--- src/rtl/lp_pkg.sv ---
package lp_pkg;

    typedef enum logic [1:0] {
        LP_RUN   = 2'd0,
        LP_SLEEP = 2'd1,
        LP_STBY  = 2'd2,
        LP_DEEP  = 2'd3
    } lp_mode_e;

    // Bit 2 retention, bit 1 deep-standby enable, bit 0 standby enable
    typedef struct packed {
        logic retain;
        logic deep_en;
        logic stby_en;
    } lp_cfg_t;

    localparam int unsigned LP_CFG_W = $bits(lp_cfg_t);

    function automatic logic lp_is_standby(input lp_mode_e m);
        return (m == LP_STBY) || (m == LP_DEEP);
    endfunction

endpackage

--- src/rtl/lp_ctrl_regs.sv ---
module lp_ctrl_regs
    import lp_pkg::*;
(
    input  logic    clk,
    input  logic    rst_n,
    input  logic    wr,
    input  lp_cfg_t wdata,
    output lp_cfg_t cfg_q
);

    typedef struct packed {
        lp_cfg_t cfg;
    } regs_t;

    regs_t r_d, r_q;

    // Bits change only on a write; a wake never touches them
    always_comb begin
        r_d = r_q;
        if (wr) begin
            r_d.cfg = wdata;
        end
    end

    always_ff @(posedge clk or negedge rst_n) begin
        if (!rst_n) begin
            r_q <= '0;
        end else begin
            r_q <= r_d;
        end
    end

    assign cfg_q = r_q.cfg;

endmodule

--- src/rtl/lp_mode_select.sv ---
module lp_mode_select
    import lp_pkg::*;
(
    input  lp_mode_e cur_mode,
    input  logic     sleep_req,
    input  logic     wake_evt,
    input  lp_cfg_t  cfg,
    input  logic     wdt_mode,
    input  logic     wake_armed,
    output lp_mode_e nxt_mode,
    output logic     exit_deep,
    output logic     exit_any
);

    lp_mode_e target;

    // Target state for a request made in run
    always_comb begin
        if (wdt_mode || !cfg.stby_en) begin
            target = LP_SLEEP;
        end else if (cfg.deep_en && !wake_armed) begin
            target = LP_DEEP;
        end else begin
            target = LP_STBY;
        end
    end

    always_comb begin
        nxt_mode  = cur_mode;
        exit_deep = 1'b0;
        exit_any  = 1'b0;
        if (cur_mode == LP_RUN) begin
            if (sleep_req) begin
                nxt_mode = target;
            end
        end else if (wake_evt) begin
            nxt_mode  = LP_RUN;
            exit_any  = 1'b1;
            exit_deep = (cur_mode == LP_DEEP);
        end
    end

endmodule

--- src/rtl/lp_hold_ctrl.sv ---
module lp_hold_ctrl
    import lp_pkg::*;
#(
    parameter int unsigned XBUS_RST_CYCLES = 2
) (
    input  logic     clk,
    input  logic     rst_n,
    input  lp_mode_e mode_d,
    input  logic     exit_deep,
    input  logic     retain_q,
    input  logic     retain_clr,
    input  logic     ext_bus_mode,
    output logic     port_hold,
    output logic     xbus_reset
);

    localparam int unsigned CNT_W = $clog2(XBUS_RST_CYCLES + 1);
    localparam logic [CNT_W-1:0] CNT_LOAD = CNT_W'(XBUS_RST_CYCLES);

    typedef struct packed {
        logic             keep;
        logic             hold;
        logic [CNT_W-1:0] xcnt;
    } hold_t;

    hold_t h_d, h_q;

    always_comb begin
        h_d = h_q;

        // Retained hold after a deep exit; a write of retain=0 wins
        if (exit_deep && retain_q) begin
            h_d.keep = 1'b1;
        end
        if (retain_clr) begin
            h_d.keep = 1'b0;
        end

        h_d.hold = lp_is_standby(mode_d) || h_d.keep;

        // Bus reset pulse counter
        if (exit_deep && ext_bus_mode) begin
            h_d.xcnt = CNT_LOAD;
        end else if (h_q.xcnt != '0) begin
            h_d.xcnt = h_q.xcnt - 1'b1;
        end
    end

    always_ff @(posedge clk or negedge rst_n) begin
        if (!rst_n) begin
            h_q <= '0;
        end else begin
            h_q <= h_d;
        end
    end

    assign port_hold  = h_q.hold;
    assign xbus_reset = (h_q.xcnt != '0);

endmodule

--- src/rtl/lp_entry_ctrl.sv ---
module lp_entry_ctrl
    import lp_pkg::*;
#(
    parameter int unsigned XBUS_RST_CYCLES = 2
) (
    input  logic       clk,
    input  logic       rst_n,
    input  logic       cfg_wr,
    input  logic [2:0] cfg_wdata,
    input  logic       sleep_req,
    input  logic       wake_evt,
    input  logic       wdt_mode,
    input  logic       wake_armed,
    input  logic       ext_bus_mode,
    output logic [2:0] cfg_q,
    output logic [1:0] pwr_mode,
    output logic       port_hold,
    output logic       xbus_reset
);

    typedef struct packed {
        lp_mode_e mode;
    } state_t;

    state_t  s_d, s_q;
    lp_cfg_t cfg_cur;
    lp_cfg_t cfg_new;
    lp_mode_e sel_mode;
    logic    exit_deep;
    logic    exit_any;

    assign cfg_new = lp_cfg_t'(cfg_wdata);

    lp_ctrl_regs u_regs (
        .clk   (clk),
        .rst_n (rst_n),
        .wr    (cfg_wr),
        .wdata (cfg_new),
        .cfg_q (cfg_cur)
    );

    lp_mode_select u_sel (
        .cur_mode   (s_q.mode),
        .sleep_req  (sleep_req),
        .wake_evt   (wake_evt),
        .cfg        (cfg_cur),
        .wdt_mode   (wdt_mode),
        .wake_armed (wake_armed),
        .nxt_mode   (sel_mode),
        .exit_deep  (exit_deep),
        .exit_any   (exit_any)
    );

    always_comb begin
        s_d      = s_q;
        s_d.mode = sel_mode;
    end

    always_ff @(posedge clk or negedge rst_n) begin
        if (!rst_n) begin
            s_q.mode <= LP_RUN;
        end else begin
            s_q <= s_d;
        end
    end

    lp_hold_ctrl #(
        .XBUS_RST_CYCLES (XBUS_RST_CYCLES)
    ) u_hold (
        .clk          (clk),
        .rst_n        (rst_n),
        .mode_d       (s_d.mode),
        .exit_deep    (exit_deep),
        .retain_q     (cfg_cur.retain),
        .retain_clr   (cfg_wr && !cfg_new.retain),
        .ext_bus_mode (ext_bus_mode),
        .port_hold    (port_hold),
        .xbus_reset   (xbus_reset)
    );

    logic exit_unused;
    assign exit_unused = exit_any;

    assign cfg_q    = cfg_cur;
    assign pwr_mode = s_q.mode;

endmodule

--- config.mk ---
export PLATFORM = sky130hd
export DESIGN_NAME = lp_entry_ctrl
export DESIGN_NICKNAME = d
export VERILOG_FILES = /design/src/rtl/lp_pkg.sv /design/src/rtl/lp_ctrl_regs.sv /design/src/rtl/lp_mode_select.sv /design/src/rtl/lp_hold_ctrl.sv /design/src/rtl/lp_entry_ctrl.sv
export SDC_FILE = /design/constraint.sdc
export NUM_CORES = 1
export LEC_CHECK = 0
export BUFFER_PORTS_ARGS = -buffer_cell sky130_fd_sc_hd__buf_2
export CAP_MARGIN = 20
export CORE_MARGIN = 2
export CORE_UTILIZATION = 30
export CTS_BUF_LIST = sky130_fd_sc_hd__clkbuf_8
export DETAILED_ROUTE_END_ITERATION = 8
export HOLD_SLACK_MARGIN = 0.12
export REMOVE_ABC_BUFFERS = 1
export SETUP_SLACK_MARGIN = 0.02
export SYNTH_ARGS = -nofsm -noshare
export SYNTH_HDL_FRONTEND = slang
export SYNTH_SLANG_ARGS = --single-unit
--- constraint.sdc ---
create_clock -name clk -period 1.1 [get_ports clk]
set_input_delay 0.11 -clock clk [delete_from_list [all_inputs] [get_ports clk]]
set_output_delay 0.11 -clock clk [all_outputs]
set_load 0.05 [all_outputs]
==> results.cfg <==
[synth]
synth_top_cell_by_area = dfrtp_1
synth_cells = 36
synth_top_area_share_pct = 56.3
ys_ff_latch = 9
synth_area_per_cell_um2 = 11.1
synth.distinct_cells = 17
async_reset_ff_share_pct = 100
yosys_warnings = 0
synthTopCellsByArea = dfrtp_1, inv_1, mux2_2
synth_edf_count = 0
ys.flop_type = dfrtp_1
netlist_area_um2 = 400
yosysSeqAreaShare_pct = 56.3
synthTopCellsByCount = dfrtp_1, inv_1, nor2_1, o21ai_0
synth.most_common_cell = dfrtp_1

[layout]
area_growth_pct = 61.6
n_antenna_cell = 0
stdcell_count = 80
nNetsFinal = 78
multi_input_area_um2 = 158
fillers = 121
drive_gt1_share_pct = 47.7
seq_area_um2 = 225

[hold_path]
hold_path.class = in -> reg
min-delay-start = cfg_wr

[timing]
slew_headroom_pct = 83.6
setup_viol = 2
fin_crit_sh_pct = 102
worst_slack_ps = -24.3
worstMarginPinSlew_ps = 248
fin_skew_ps = 3.94
hold_violations = 0
period_needed_ps = 1120
report.final.slew_viol_count = 0
finalSetupTns_ps = -42.5
fmax_mhz = 889
rsz0062_at_grt = true

[drt]
drt-total-wl_um = 855
viasPerCell = 4.58
wl_per_cell_um = 10.7
drt_iter0_drc = 4
dr.pass1.iters = 2
drcViolationCount = 0
vias = 366
antenna_left = 0

[cts]
cts_buffers = 3
path_clk_slew_ps = 50
root_buffer = clkbuf_8
cts_buffer_depth = 2
cts_max_level = 1
cts_sinks = 9
cts_tree = yes
clock_latency_ps = 240

[power_and_ir_drop]
switching_power_uw = 562
peakVddDrop_mv = 0.871
swShare_pct = 36.8
p_clk_share_pct = 25.1
total_power_uw = 1530
p_leak_uw = 0.000328
seqPwrFrac_pct = 29.9
p_per_area_mw_per_mm2 = 2360
p_comb_share_pct = 45.0
p_int_uw = 967

[floorplanning]
rows = 13
die_y_um = 40.5
core-area_mm2 = 0.00127
start_util_pct = 31.6
die_x_um = 40.5
dieArea_mm2 = 0.00164
pin_count = 18

[setup_path]
worstPathArrival_ps = 1010
cp-end-kind = primary output
crit_path_max_fanout = 3
cp-startpoint = u_hold.h_q[0]
start_kind = register
critPathRequiredTime_ps = 990
critPathKind = reg -> out
reg2reg_from = u_hold.h_q[0]

[global_route]
overflow = 0
grt_antenna_before_repair = 0
track_usage_pct = 14.2
grt_pass1_wl_mm = 1.37
grt_max_degree = 10
grt_pass1_vias = 321

[status]
status = finished, violations left
violations = setup timing

[placement]
hpwl_um = 608
io_buffers = 17
gp_congestion = 0.617
dp_cells = 67

[job]
maxCapViolCount = 0
==> repair_timing <==
action,CTS,global route
setup buffers,2,1
hold buffers,6,0
endpoints found under the hold margin,15,0
setup endpoints to repair,1,3
pin swaps,1,1
gates cloned,0,0
gates resized for setup,7,1
==> layout by cell type, fill, tap and decap left out, drive strengths merged <==
| cell type | instances |
|---|---|
| dfrtp | 9 |
| inv | 7 |
| and3 | 1 |
| xor2 | 1 |
| ha | 1 |
| a21oi | 2 |
| buf | 20 |
| o221ai | 1 |
| nand3 | 1 |
| o21ai | 3 |
| nand2 | 1 |
| mux2 | 2 |
| clkbuf | 3 |
| dlygate4sd3 | 6 |
| a32o | 1 |
| nor2 | 3 |
| nor2b | 2 |
| a221o | 1 |
==> layout make-up <==
| type | instances | share of cell area [%] |
|---|---|---|
| sequential | 9 | 34.8 |
| timing repair buffer | 26 | 27.5 |
| multi-input combinational | 20 | 24.4 |
| clock buffer | 3 | 6.38 |
| inverter | 6 | 3.48 |
| tap | 15 | 2.90 |
| clock inverter | 1 | 0.580 |
==> cell families after synthesis <==
group | count (synthesis) | synth area share, %
xor gates and xnor gates | 1 | 2.19
muxes | 2 | 5.62
buffers and inverters | 7 | 7.50
and+or+nand+nor | 8 | 10.9
DFF | 9 | 56.3
AOI/OAI and AO/OA | 8 | 14.4
adders and majority gates | 1 | 3.12
==> critical path, stage by stage, from the launching register on <==
cell and delay [ps]:
dfrtp_1 390, inv_2 70, ha_4 140, inv_2 40, buf_8 140
==> state kept, by name, summed over array words and instances (netlist names) <==
name and cells:
pwr_mode 2, u_hold.h_q 3, u_regs.cfg_q 3, u_hold.port_hold 1
==> metal layers <==
layer  up-vias  GRT usage (%)  wire, µm
li1        181              -         -
met1       166           16.3       359
met2        17           19.4       393
met3         2           10.0        83
met4         0           7.50        19
met5         -              0         0
==> through the flow <==
step	setup slack, ps	utilization, %	hold slack [ps]	cell area (µm²)
global route	-76.3	51.0	138	647
floorplan	-160	-	-186	393
detailed placement	31.9	39.2	-26.2	497
finish	-24.3	51.0	129	647
global placement	52.2	39.2	-24.4	497
CTS	-33.8	50.1	126	636
==> power by group through the flow <==
stage / logic, µW / registers (µW) / clock network, µW
2_1_floorplan: 271 / 553 / 0
3_3_place_gp: 473 / 453 / 0
3_5_place_dp: 482 / 456 / 0
4_1_cts: 636 / 455 / 398
5_1_grt: 757 / 468 / 419
6_report: 687 / 457 / 384
==> worst paths after layout <==
kind | slack [ps] | cells after the start | to
min | 130 | 2 | u_regs.cfg_q[1]
min reg2reg | 510 | 2 | u_hold.h_q[3]
max reg2reg | -20 | 4 | u_hold.h_q[1]
max in group asynchronous | 670 | 2 | u_regs.cfg_q[2]
max | -20 | 4 | xbus_reset
min in group asynchronous | 250 | 2 | u_hold.h_q[1]
(Power assumes the default switching activity.)
